**config.mk**
```make
export PLATFORM = sky130hd
export DESIGN_NAME = nand_tcalc
export DESIGN_NICKNAME = d
export VERILOG_FILES = /design/src/rtl/nand_tcalc_pkg.sv /design/src/rtl/nand_tcalc_mode.sv /design/src/rtl/nand_tcalc_div.sv /design/src/rtl/nand_tcalc_settle.sv /design/src/rtl/nand_tcalc.sv
export SDC_FILE = /design/constraint.sdc
export NUM_CORES = 2
export LEC_CHECK = 0
export BUFFER_PORTS_ARGS = -buffer_cell sky130_fd_sc_hd__buf_2
export CORE_ASPECT_RATIO = 2
export CORE_MARGIN = 3
export CORE_UTILIZATION = 52
export CTS_CLUSTER_SIZE = 12
export DETAILED_ROUTE_END_ITERATION = 6
export PLACE_DENSITY = 0.71
export SLEW_MARGIN = 20
export SYNTH_ARGS = -nofsm -noshare
export SYNTH_HDL_FRONTEND = slang
export SYNTH_SLANG_ARGS = --single-unit
```
**constraint.sdc**
```tcl
create_clock -name clk_i -period 28.3 [get_ports clk_i]
set_input_delay 7.075 -clock clk_i [delete_from_list [all_inputs] [get_ports clk_i]]
set_output_delay 7.075 -clock clk_i [all_outputs]
set_load 0.03 [all_outputs]
```
**src/rtl/nand_tcalc_pkg.sv**
```systemverilog
package nand_tcalc_pkg;
  typedef enum logic [1:0] {RATE_SLOW = 2'd0, RATE_MID = 2'd1, RATE_FAST = 2'd2} rate_e;
  typedef enum logic [2:0] {OP_ALS, OP_DS, OP_DH, OP_BSY, OP_SDLY} op_e;
  typedef enum logic [1:0] {ST_IDLE, ST_KICK, ST_WAIT, ST_SETTLE} st_e;

  localparam longint unsigned PS_PER_SEC = 64'd1_000_000_000_000;

  function automatic longint unsigned period_ps(input longint unsigned hz);
    return PS_PER_SEC / hz;
  endfunction
endpackage

```
**src/rtl/nand_tcalc_mode.sv**
```systemverilog
module nand_tcalc_mode
  import nand_tcalc_pkg::*;
#(
  parameter int          PS_W        = 32,
  parameter int unsigned SLOW_HZ     = 22_000_000,
  parameter int unsigned MID_HZ      = 80_000_000,
  parameter int unsigned FAST_HZ     = 100_000_000,
  parameter int unsigned TRC_SLOW_PS = 30000,
  parameter int unsigned TRC_MID_PS  = 25000
) (
  input  logic [PS_W-1:0] trc_i,
  input  logic [PS_W-1:0] thr_i,
  output rate_e           rate_o,
  output logic            wsd_o,
  output logic [PS_W-1:0] period_o,
  output logic [PS_W-1:0] refp_o,
  output logic            half_o
);
  localparam logic [PS_W-1:0] PER_SLOW = PS_W'(period_ps(64'(SLOW_HZ)));
  localparam logic [PS_W-1:0] PER_MID  = PS_W'(period_ps(64'(MID_HZ)));
  localparam logic [PS_W-1:0] PER_FAST = PS_W'(period_ps(64'(FAST_HZ)));

  always_comb begin
    if (trc_i >= PS_W'(TRC_SLOW_PS)) begin
      rate_o   = RATE_SLOW;
      wsd_o    = 1'b1;
      period_o = PER_SLOW;
    end else if (trc_i >= PS_W'(TRC_MID_PS)) begin
      rate_o   = RATE_MID;
      wsd_o    = 1'b0;
      period_o = PER_MID;
    end else begin
      rate_o   = RATE_FAST;
      wsd_o    = 1'b0;
      period_o = PER_FAST;
    end
    half_o = period_o > thr_i;
    refp_o = half_o ? (period_o >> 1) : period_o;
  end
endmodule

```
**src/rtl/nand_tcalc_div.sv**
```systemverilog
module nand_tcalc_div #(
  parameter int W = 36
) (
  input  logic         clk_i,
  input  logic         rst_ni,
  input  logic         start_i,
  input  logic [W-1:0] dvd_i,
  input  logic [W-1:0] dvs_i,
  output logic         done_o,
  output logic [W-1:0] quot_o
);
  localparam int CW = $clog2(W);

  logic [W-1:0]  q_q, r_q, dvs_q, dvd_q;
  logic [CW-1:0] cnt_q;
  logic          run_q;
  logic [W:0]    r_sh, r_nx;
  logic          ge;

  always_comb begin
    r_sh = {r_q, q_q[W-1]};
    ge   = r_sh >= {1'b0, dvs_q};
    r_nx = ge ? (r_sh - {1'b0, dvs_q}) : r_sh;
  end

  always_ff @(posedge clk_i or negedge rst_ni) begin
    if (!rst_ni) begin
      q_q    <= '0;
      r_q    <= '0;
      dvs_q  <= '0;
      dvd_q  <= '0;
      cnt_q  <= '0;
      run_q  <= 1'b0;
      done_o <= 1'b0;
    end else begin
      done_o <= 1'b0;
      if (start_i && !run_q) begin
        q_q   <= dvd_i;
        r_q   <= '0;
        dvs_q <= dvs_i;
        dvd_q <= dvd_i;
        cnt_q <= CW'(W - 1);
        run_q <= 1'b1;
      end else if (run_q) begin
        q_q <= {q_q[W-2:0], ge};
        r_q <= r_nx[W-1:0];
        if (cnt_q == '0) begin
          run_q  <= 1'b0;
          done_o <= 1'b1;
        end else begin
          cnt_q <= cnt_q - 1'b1;
        end
      end
    end
  end

  assign quot_o = q_q;

  logic [2*W-1:0] prod, dvd_x, dvs_x;
  assign prod  = (2*W)'(quot_o) * (2*W)'(dvs_q);
  assign dvd_x = (2*W)'(dvd_q);
  assign dvs_x = (2*W)'(dvs_q);

  // quotient is the floor of dividend/divisor
  a_r3_div_bounds: assert property (@(posedge clk_i) disable iff (!rst_ni)
    done_o |-> (prod <= dvd_x) && ((dvd_x - prod) < dvs_x));
endmodule

```
**src/rtl/nand_tcalc_settle.sv**
```systemverilog
module nand_tcalc_settle #(
  parameter int CYC = 64
) (
  input  logic clk_i,
  input  logic rst_ni,
  input  logic start_i,
  output logic active_o,
  output logic last_o
);
  localparam int CW = $clog2(CYC + 1);

  logic [CW-1:0] cnt_q;

  always_ff @(posedge clk_i or negedge rst_ni) begin
    if (!rst_ni) begin
      cnt_q    <= '0;
      active_o <= 1'b0;
    end else if (start_i && !active_o) begin
      cnt_q    <= CW'(CYC - 1);
      active_o <= 1'b1;
    end else if (active_o) begin
      if (cnt_q == '0) active_o <= 1'b0;
      else             cnt_q    <= cnt_q - 1'b1;
    end
  end

  assign last_o = active_o && (cnt_q == '0);

  logic [CW:0] len_q;
  always_ff @(posedge clk_i or negedge rst_ni) begin
    if (!rst_ni)       len_q <= '0;
    else if (active_o) len_q <= len_q + 1'b1;
    else               len_q <= '0;
  end

  // wait window is exactly CYC cycles long
  a_r8_settle_len: assert property (@(posedge clk_i) disable iff (!rst_ni)
    $fell(active_o) |-> len_q == (CW+1)'(CYC));
  a_r8_settle_cause: assert property (@(posedge clk_i) disable iff (!rst_ni)
    $rose(active_o) |-> $past(start_i));
endmodule

```
**src/rtl/nand_tcalc.sv**
```systemverilog
module nand_tcalc
  import nand_tcalc_pkg::*;
#(
  parameter int          PS_W        = 32,
  parameter int          CNT_W       = 8,
  parameter int          BUSY_W      = 16,
  parameter int          SDLY_W      = 8,
  parameter int          SETTLE_CYC  = 64,
  parameter int unsigned SLOW_HZ     = 22_000_000,
  parameter int unsigned MID_HZ      = 80_000_000,
  parameter int unsigned FAST_HZ     = 100_000_000,
  parameter int unsigned TRC_SLOW_PS = 30000,
  parameter int unsigned TRC_MID_PS  = 25000,
  parameter int unsigned MARGIN_PS   = 4000,
  parameter int unsigned DEF_THR_PS  = 12000,
  parameter int          BUSY_SHIFT  = 12
) (
  input  logic                     clk_i,
  input  logic                     rst_ni,
  input  logic                     start_i,
  input  logic [PS_W-1:0]          trc_min_i,
  input  logic [PS_W-1:0]          tals_i,
  input  logic [PS_W-1:0]          tds_i,
  input  logic [PS_W-1:0]          tdh_i,
  input  logic [PS_W-1:0]          trea_i,
  input  logic [PS_W-1:0]          twb_i,
  input  logic [PS_W-1:0]          tr_i,
  input  logic [PS_W-1:0]          chain_thr_i,
  output logic                     busy_o,
  output logic                     done_o,
  output logic                     settle_o,
  output logic [1:0]               rate_o,
  output logic                     wsd_o,
  output logic [PS_W-1:0]          period_o,
  output logic [CNT_W-1:0]         addr_setup_o,
  output logic [CNT_W-1:0]         data_setup_o,
  output logic [CNT_W-1:0]         data_hold_o,
  output logic [BUSY_W-1:0]        busy_cnt_o,
  output logic [BUSY_W+BUSY_SHIFT-1:0] busy_field_o,
  output logic [SDLY_W-1:0]        sample_dly_o,
  output logic                     half_period_o,
  output logic                     dll_en_o
);
  localparam int DW = PS_W + 4;
  localparam int PW = DW + PS_W + 2;

  st_e st_q;
  op_e op_q;

  logic [PS_W-1:0]  trc_q, thr_q, tals_q, tds_q, tdh_q, trea_q;
  logic [PS_W:0]    tbsy_q;
  logic [CNT_W-1:0] als_q, dh_q;
  logic [DW-1:0]    ds_q;
  logic [BUSY_W-1:0] bsy_q;

  rate_e           rate_w;
  logic            wsd_w, half_w;
  logic [PS_W-1:0] per_w, refp_w;

  nand_tcalc_mode #(
    .PS_W(PS_W), .SLOW_HZ(SLOW_HZ), .MID_HZ(MID_HZ), .FAST_HZ(FAST_HZ),
    .TRC_SLOW_PS(TRC_SLOW_PS), .TRC_MID_PS(TRC_MID_PS)
  ) u_mode (
    .trc_i(trc_q), .thr_i(thr_q), .rate_o(rate_w), .wsd_o(wsd_w),
    .period_o(per_w), .refp_o(refp_w), .half_o(half_w)
  );

  // signed sample-delay numerator, in eighth steps
  logic [PW-1:0] rp_w, num_w, num8_w;
  logic          num_pos;
  always_comb begin
    rp_w    = PW'(ds_q) * PW'(per_w);
    num_w   = PW'(trea_q) + PW'(MARGIN_PS) - rp_w;
    num8_w  = num_w << 3;
    num_pos = !num8_w[PW-1] && (num8_w != '0);
  end

  logic [DW-1:0] per_x, dvd_w, dvs_w, quot_w;
  logic          div_start, div_done;

  always_comb begin
    per_x = DW'(per_w);
    dvs_w = per_x;
    unique case (op_q)
      OP_ALS:  dvd_w = DW'(tals_q) + per_x - DW'(1);
      OP_DS:   dvd_w = DW'(tds_q)  + per_x - DW'(1);
      OP_DH:   dvd_w = DW'(tdh_q)  + per_x - DW'(1);
      OP_BSY:  dvd_w = DW'(tbsy_q) + per_x - DW'(1);
      default: begin
        dvd_w = num8_w[DW-1:0];
        dvs_w = DW'(refp_w);
      end
    endcase
  end

  logic skip_sdly;
  assign skip_sdly = (op_q == OP_SDLY) && !num_pos;
  assign div_start = (st_q == ST_KICK) && !skip_sdly;

  nand_tcalc_div #(.W(DW)) u_div (
    .clk_i(clk_i), .rst_ni(rst_ni), .start_i(div_start),
    .dvd_i(dvd_w), .dvs_i(dvs_w), .done_o(div_done), .quot_o(quot_w)
  );

  logic              fin;
  logic [SDLY_W-1:0] fac_w;
  logic              dll_w;
  always_comb begin
    fin   = ((st_q == ST_KICK) && skip_sdly) ||
            ((st_q == ST_WAIT) && div_done && (op_q == OP_SDLY));
    fac_w = (st_q == ST_WAIT) ? quot_w[SDLY_W-1:0] : '0;
    dll_w = fac_w != '0;
  end

  logic settle_last;
  nand_tcalc_settle #(.CYC(SETTLE_CYC)) u_settle (
    .clk_i(clk_i), .rst_ni(rst_ni), .start_i(fin && dll_w),
    .active_o(settle_o), .last_o(settle_last)
  );

  always_ff @(posedge clk_i or negedge rst_ni) begin
    if (!rst_ni) begin
      st_q   <= ST_IDLE;
      op_q   <= OP_ALS;
      trc_q  <= '0;
      thr_q  <= '0;
      tals_q <= '0;
      tds_q  <= '0;
      tdh_q  <= '0;
      trea_q <= '0;
      tbsy_q <= '0;
      als_q  <= '0;
      ds_q   <= '0;
      dh_q   <= '0;
      bsy_q  <= '0;
    end else begin
      unique case (st_q)
        ST_IDLE: if (start_i) begin
          trc_q  <= trc_min_i;
          thr_q  <= (chain_thr_i == '0) ? PS_W'(DEF_THR_PS) : chain_thr_i;
          tals_q <= tals_i;
          tds_q  <= tds_i;
          tdh_q  <= tdh_i;
          trea_q <= trea_i;
          tbsy_q <= {1'b0, twb_i} + {1'b0, tr_i};
          op_q   <= OP_ALS;
          st_q   <= ST_KICK;
        end
        ST_KICK: begin
          if (skip_sdly) st_q <= ST_IDLE;
          else           st_q <= ST_WAIT;
        end
        ST_WAIT: if (div_done) begin
          unique case (op_q)
            OP_ALS:  als_q <= quot_w[CNT_W-1:0];
            OP_DS:   ds_q  <= quot_w;
            OP_DH:   dh_q  <= quot_w[CNT_W-1:0];
            OP_BSY:  bsy_q <= quot_w[BUSY_W-1:0];
            default: ;
          endcase
          if (op_q == OP_SDLY) st_q <= dll_w ? ST_SETTLE : ST_IDLE;
          else begin
            op_q <= op_e'(op_q + 3'd1);
            st_q <= ST_KICK;
          end
        end
        ST_SETTLE: if (settle_last) st_q <= ST_IDLE;
        default: st_q <= ST_IDLE;
      endcase
    end
  end

  always_ff @(posedge clk_i or negedge rst_ni) begin
    if (!rst_ni) begin
      done_o        <= 1'b0;
      rate_o        <= '0;
      wsd_o         <= 1'b0;
      period_o      <= '0;
      addr_setup_o  <= '0;
      data_setup_o  <= '0;
      data_hold_o   <= '0;
      busy_cnt_o    <= '0;
      busy_field_o  <= '0;
      sample_dly_o  <= '0;
      half_period_o <= 1'b0;
      dll_en_o      <= 1'b0;
    end else begin
      done_o <= fin;
      if (fin) begin
        rate_o        <= rate_w;
        wsd_o         <= wsd_w;
        period_o      <= per_w;
        addr_setup_o  <= als_q;
        data_setup_o  <= ds_q[CNT_W-1:0];
        data_hold_o   <= dh_q;
        busy_cnt_o    <= bsy_q;
        busy_field_o  <= {bsy_q, {BUSY_SHIFT{1'b0}}};
        sample_dly_o  <= fac_w;
        half_period_o <= half_w && dll_w;
        dll_en_o      <= dll_w;
      end
    end
  end

  assign busy_o = st_q != ST_IDLE;

  a_r9_done_pulse: assert property (@(posedge clk_i) disable iff (!rst_ni)
    done_o |=> !done_o);
  a_r9_hold: assert property (@(posedge clk_i) disable iff (!rst_ni)
    !done_o |-> $stable(sample_dly_o) && $stable(addr_setup_o) &&
                $stable(busy_cnt_o) && $stable(dll_en_o) && $stable(rate_o));
  a_r7_half_needs_dll: assert property (@(posedge clk_i) disable iff (!rst_ni)
    half_period_o |-> dll_en_o);
  a_r1_wsd_slow: assert property (@(posedge clk_i) disable iff (!rst_ni)
    wsd_o |-> rate_o == 2'd0);
  a_r10_start_only_idle: assert property (@(posedge clk_i) disable iff (!rst_ni)
    $rose(busy_o) |-> $past(start_i));
  a_r8_settle_in_busy: assert property (@(posedge clk_i) disable iff (!rst_ni)
    settle_o |-> busy_o);
endmodule

```
# --- Yosys cells after proc, flatten, opt, wreduce, memory -nomap -nowiden ---
# Index checks and enable logic that the tools add are counted.
totals:
  latch_bits: 0
  memories: 0
  ram_bits: 0
  elab_cells: 144
  out_inout_bits: 116
  reg_bits: 508
  inputBits: 259
  romBits: 0
classes:
  magnitude_cmp: 4
  n_addsub: 15
  shift: 0
  bitwise_logic: 0
  n_div: 0
  n_eq_ne: 13
  n_mux: 41
  mul: 1
  reduce_logical: 38
op_table:
  columns: ["operator", "count"]
  rows:
  - ["36-bit two-way mux", 5]
  - ["36-bit one-hot mux with 4 select lines", 1]
  - ["32-bit by 32-bit adder with 33-bit output", 4]
  - ["32-bit two-way mux", 4]
  - ["33-bit by 1-bit subtractor with 34-bit output (second input constant)", 3]
  - ["70-bit nonzero test", 1]
  - ["36-bit by 32-bit multiplier with 67-bit output", 1]
  - ["33-bit by 67-bit subtractor with 67-bit output", 1]
  - ["32-bit by 15-bit greater-or-equal comparator with 1-bit output (second input constant)", 2]
  - ["37-bit by 36-bit greater-or-equal comparator with 1-bit output", 1]
  - ["36-bit subtractor", 1]
  - ["34-bit by 1-bit subtractor with 35-bit output (second input constant)", 1]
  - ["33-bit by 32-bit adder with 34-bit output", 1]
  - ["32-bit by 12-bit adder with 33-bit output (second input constant)", 1]
  - ["32-bit greater-than comparator", 1]
  - ["32-bit zero test", 1]
  - ["7-bit two-way mux", 3]
  - ["6-bit two-way mux", 3]
  - ["2-bit two-way mux", 8]
  - ["3-bit AND reduction", 5]
  - ["13-bit two-way mux", 1]
  - ["1-bit logical AND", 11]
  - ["1-bit two-way mux", 10]
  - ["3-bit two-way mux", 3]
  - ["other kinds (24)", 39]

# --- Depth between registers and ports, before layout ---
logic_depth:
  word_depth: 15
  depth_mapped: 42
  depth_no_buf: 37

# --- Cells and area by module ---
# From an unflattened synthesis, not the netlist that was laid out.
hier_totals:
  cells_unflattened: 8403
  hier_area_um2: 73347.8
modules_own_cells:
  columns: ["module", "cells_per_inst", "seq_area_each_um2", "n_inst", "area_per_inst_um2"]
  rows:
  - ["nand_tcalc", 7402, 9609.2, 1, 64837.2]
  - ["nand_tcalc_div", 815, 2902.8, 1, 7049.3]
  - ["nand_tcalc_mode", 145, 0.0, 1, 1034.7]
  - ["nand_tcalc_settle", 41, 200.2, 1, 426.7]

# --- Least setup slack after synthesis ---
# OpenSTA, ideal clock, no wires.
synth_path:
  kind: "input to register"
  from: "input twb_i[4]"
  to: "register tbsy_q[31]"
  required_ns: 28.167
  setup_ns: 0.133
  t_arrival_ns: 9.804
  n_path_buf: 0
  cell_stages: 14
  path_slack_ns: 18.363
  path_cell_list: "ha_1 o21a_1 o21ai_0 o21ai_0 a31oi_1 o21ai_0 a221oi_1 o211a_1 nor2_1 a21o_1 o41ai_1 o21ai_0 xnor2_1 o21ai_0"
synth_via:
  elab_chain_len: 1
synth_lines:
  columns: ["element", "line_no", "text"]
  rows:
  - ["start, declared", "nand_tcalc.sv:26", "input logic [PS_W-1:0] twb_i,"]
  - ["32-bit by 32-bit adder with 33-bit output", "nand_tcalc.sv:145", "tbsy_q <= {1'b0, twb_i} + {1'b0, tr_i};"]
  - ["end signal, assigned", "nand_tcalc.sv:145", null]
  - ["end, declared", "nand_tcalc.sv:51", "logic [PS_W:0] tbsy_q;"]
# Every way passes these cells.
# A chain may end at the register's enable or synchronous reset.

# --- Worst setup path in the final report ---
layout_path:
  from: "register trc_q[20]"
  to: "register data_hold_o[3]"
layout_via:
  elab_chain_len: 11
  word_cells_on_any_way: 13
  cone_classes: "add/sub (1); mul (1); order compare (2); mux (2); reduce/logical (7)"
layout_lines:
  columns: ["element", "line_no", "text"]
  rows:
  - ["start, declared", "nand_tcalc.sv:50", "logic [PS_W-1:0] trc_q, thr_q, tals_q, tds_q, tdh_q, trea_q;"]
  - ["start signal, assigned", "nand_tcalc.sv:139", "trc_q <= trc_min_i;"]
  - ["32-bit by 15-bit greater-or-equal comparator with 1-bit output", "nand_tcalc_mode.sv:28", "end else if (trc_i >= PS_W'(TRC_MID_PS)) begin"]
  - ["13-bit two-way mux", "nand_tcalc_mode.sv:28", null]
  - ["32-bit two-way mux *", "nand_tcalc_mode.sv:24", "if (trc_i >= PS_W'(TRC_SLOW_PS)) begin"]
  - ["36-bit by 32-bit multiplier with 67-bit output *", "nand_tcalc.sv:72", "rp_w = PW'(ds_q) * PW'(per_w);"]
  - ["33-bit by 67-bit subtractor with 67-bit output *", "nand_tcalc.sv:73", "num_w = PW'(trea_q) + PW'(MARGIN_PS) - rp_w;"]
  - ["70-bit nonzero test or 1-bit zero test (tied branches)", "nand_tcalc.sv:75", "num_pos = !num8_w[PW-1] && (num8_w != '0);"]
  - ["1-bit logical AND *", "nand_tcalc.sv:75", null]
  - ["1-bit zero test *", "nand_tcalc.sv:97", "assign skip_sdly = (op_q == OP_SDLY) && !num_pos;"]
  - ["1-bit logical AND *", "nand_tcalc.sv:97", null]
  - ["1-bit logical AND *", "nand_tcalc.sv:109", "fin = ((st_q == ST_KICK) && skip_sdly) ||"]
  - ["1-bit logical OR *", "nand_tcalc.sv:109", null]
  - ["end signal, assigned", "nand_tcalc.sv:195", "data_hold_o <= dh_q;"]
  - ["end, declared", "nand_tcalc.sv:37", "output logic [CNT_W-1:0] data_hold_o,"]
# Every way passes the cells marked *; elsewhere a longest branch is shown, timed or not.

==> metrics.md <==
| Metric | Value |
|---|---|
| Status | `completed` |
| Post-Synthesis Cells | `roughly 5200` |
| Initial DRC count | `1975` |
| Power Density | `approximately 28 nW/um^2` |
| # fillers | `8077` |
| Post-Layout Cell Count | `6625` |
| Switching Share | `a little over a quarter` |
| Clk root buf | `clkbuf_16` |
| Sequential-to-total area share from yosys stat | `about a quarter` |
| Slowest stage delay, CP | `about 0.75 ns` |
| Setup TNS | `0 ns` |
| CTS Buf Count | `48` |
| Routed WL | `between 100000 and 150000 microns` |
| Total of max-cap violations | `0` |
| H-Tree Depth | `2` |
| Clk pwr share | `a little over two fifths` |
| Grt total ovfl | `0` |
| Die height | `between 400 and 500 microns` |
| Syn avg cell area | `8.849 sq um` |
| Clock Skews | `~0.021 ns` |
| Core Region | `87490 sq um` |
| Max Fclk | `approximately 0.076 GHz` |
| Yosys cell types | `slightly below 100` |
| Worst-path maximum fanout | `48` |
| Worst Path Required | `approximately 29 ns` |
| Total number of yosys warnings | `0` |
| Max Slew Vio Count | `0` |
| Port buffer count | `approximately 340` |
| Fin crit period | `13.15 ns` |
| Hold Path Class | `register to register` |
| CP dominant cell by count | `fa_1` |
| Area growth, synth to finish | `8.399%` |
| CTS Sinks | `around 460` |
| Final Hold Viols | `0` |
| Share of layout cells above drive strength 1 | `~12%` |
| Worst setup SP type | `register` |
| Vias in the first global route | `roughly 40000` |
| Initial antenna violation count | `9` |
| Peak supply drop | `between 0.04 and 0.05 mV` |
| Setup CP Type | `register to register` |
| CP max stage cell | `nand3_4` |
| Hold_buf cts | `0` |
| Worst-Margin Slew | `between 1 and 1.5 ns` |
| Vias/cell | `between 5 and 6` |
| Post-CTS Setup Inserts | `0` |
| CP Capture Type | `register` |
| WL per Instance | `roughly 21 microns` |
| Die W | `between 200 and 250 microns` |
| # resized after CTS | `0` |
| RSZ-0062 raised after global routing | `false` |
| Clock-pin slew on the worst setup and hold paths | `roughly 0.06 ns` |
| Post-synth EDFFs | `0` |
| Maximum number of pins on one net before global-route repair | `between 100 and 150` |
| Internal power | `roughly 1.0 mW` |
| Worst Hold Depth | `2` |
| WP data arrival | `~14 ns` |
| Hold WS | `0.4661 ns` |
| Drt pass-1 iters | `6` |
| Final period util | `a little under half` |
| Std cell rows | `roughly 150` |
| Mapped Area | `46140 sq um` |
| CTS tree | `yes` |
| Longest Clk Path Bufs | `3` |
| Final setup fails | `0` |
| Initial Util | `about 53%` |
| Reg power frac | `46.5%` |
| Total track usage | `roughly 31%` |
| Combinational power share | `between 10% and 20%` |
| Ys async rst share | `100.0%` |
| Net Sw Power | `0.3693 mW` |
| Insertion delay to the later sink of the worst-skew pair | `around 0.63 ns` |
| Final HPWL DP | `around 110000 microns` |
| DRC | `0` |
| Headroom to the max-slew limit | `between 20 and 30%` |
| Nets | `around 6600` |
| Dominant synthesized flop cell | `dfrtp_1` |
| First-pass GRT wire length | `about 220000 microns` |
| Static Leak | `between 20 and 30 nW` |
| I/O pins | `375` |
| Die Area | `approximately 90000 sq um` |
| Routed Antenna Nets | `0` |
| Total number of vias | `approximately 37000` |
| Worst R2R Path Depth | `34` |
| Post-Place Cells | `around 6500` |
| FF+latch count, synth | `459` |
| Placer Congestion | `0.9339` |
[power by group through the flow]
stage                     logic (mW)  registers (mW)  clock network, mW
final                          0.141           0.656              0.613
after global routing           0.156           0.656              0.653
after CTS                      0.141           0.656              0.629
after detailed placement       0.140           0.668                  0
after global placement         0.140           0.668                  0
after floorplan               0.0812           0.668                  0
[through the flow]
| step | cell area [sq um] | setup slack (ns) | util (%) | power (mW) |
|---|---|---|---|---|
| after floorplan | 46280 | 18.36 | - | 0.7497 |
| after global placement | 48550 | 15.11 | 55.50 | 0.8086 |
| after detailed placement | 48560 | 15.29 | 55.50 | 0.8083 |
| after CTS | 49990 | 15.24 | 57.15 | 1.427 |
| after global routing | 50000 | 14.57 | 57.16 | 1.464 |
| final | 50010 | 15.15 | 57.17 | 1.410 |
[flip-flops by register name (all words and copies together), names as in the netlist, 15 cells and up]
| signal | count |
|---|---|
| bsy_q | 16 |
| busy_cnt_o | 16 |
| ds_q | 36 |
| tals_q | 32 |
| tbsy_q | 33 |
| tdh_q | 32 |
| tds_q | 32 |
| thr_q | 32 |
| trc_q | 32 |
| trea_q | 32 |
| u_div.dvs_q | 15 |
| u_div.quot_o | 36 |
| u_div.r_q | 36 |
[synthesized netlist by cell type (13+ instances only)]
master / instances / share of area (%)
inv_1: 906 / 7.4
nand2_1: 721 / 5.9
ha_1: 554 / 15
dfrtp_1: 459 / 25
fa_1: 354 / 15
o21ai_0: 244 / 2.6
nor2_1: 223 / 1.8
a21oi_1: 180 / 2.0
clkbuf_1: 144 / 1.2
mux2_2: 115 / 2.8
xnor2_1: 113 / 2.1
and2_1: 93 / 1.3
a21o_1: 85 / 1.4
xor2_1: 84 / 1.6
and3_1: 71 / 0.96
buf_4: 65 / 1.1
nor3_1: 58 / 0.63
nand3_1: 54 / 0.59
nand4_1: 50 / 0.68
nor2b_1: 48 / 0.65
nor4_1: 40 / 0.54
mux2i_1: 39 / 0.85
nand2b_1: 36 / 0.49
a31oi_1: 31 / 0.42
o21a_1: 25 / 0.41
or3_1: 25 / 0.34
a221oi_1: 24 / 0.46
a22oi_1: 20 / 0.33
o21bai_1: 20 / 0.33
o211ai_1: 17 / 0.28
or2_2: 17 / 0.23
a31o_2: 16 / 0.30
o22ai_1: 15 / 0.20
o31ai_1: 15 / 0.24
a211oi_1: 14 / 0.23
a22o_1: 14 / 0.27
buf_2: 14 / 0.15
buf_1: 13 / 0.11
[final timing paths]
kind	from	slack, ns	endpoint
max reg2reg	trc_q[20]	15.15	data_hold_o[3]
min reg2reg	thr_q[0]	0.47	thr_q[0]
max	trc_q[20]	15.15	data_hold_o[3]
min	thr_q[0]	0.47	thr_q[0]
max in group asynchronous	rst_ni	19.52	thr_q[24]
min in group asynchronous	rst_ni	6.53	tals_q[6]
[critical path: cells and delay by family (launching register included)]
kind                     cells  cell delay (ns)
adder cells (fa/ha/maj)      9             4.02
AND/OR/NAND/NOR              8             3.43
multiplexers                 1             0.41
flip-flops                   1             0.38
buffers and inverters        7             1.88
AO/OA/AOI/OAI                9             2.80
[layout make-up]
cell class              instances  area (sq um)  area share (%)
multi-input cells            3642         30210           60.41
flip-flops and latches        459         11490           22.97
inverters                     909          3412           6.822
repair buffers                377          1997           3.993
well taps                    1162          1454           2.907
clock buffers                  58          1300           2.599
clock inverters                13         137.6          0.2752
diodes                          5         12.51         0.02502
[cells in the final DEF, fill, tap and decap left out, types with 24 or more instances in the layout]
master / Yosys / final
inv_1: 906 / 905
nand2_1: 721 / 719
ha_1: 554 / 554
dfrtp_1: 459 / 457
fa_1: 354 / 354
buf_2: 14 / 341
o21ai_0: 244 / 243
nor2_1: 223 / 222
a21oi_1: 180 / 180
mux2_2: 115 / 115
xnor2_1: 113 / 113
and2_1: 93 / 92
a21o_1: 85 / 85
xor2_1: 84 / 84
and3_1: 71 / 71
nor3_1: 58 / 58
nand3_1: 54 / 53
nand4_1: 50 / 50
clkbuf_16: 0 / 49
nor2b_1: 48 / 48
nor4_1: 40 / 40
conb_1: 2 / 40
mux2i_1: 39 / 39
nand2b_1: 36 / 36
buf_4: 65 / 34
a31oi_1: 31 / 31
o21a_1: 25 / 25
or3_1: 25 / 25
a221oi_1: 24 / 24
[layer usage]
metal	wire length [microns]	GRT usage, %
met1	49920	32.45
met2	73340	57.17
met3	6011	3.559
met4	10720	19.40
met5	32	0
[cell families after synthesis]
family,Yosys count,share of synthesized area (%)
fa+ha+maj,908,30.38
compound gates,839,11.76
other cells,2,0.01628
simple gates,1494,15.17
mux,164,3.970
buf+inv,1151,10.07
xor+xnor,197,3.740
flops,459,24.89
Note: power is estimated with default switching activity, not from simulation.
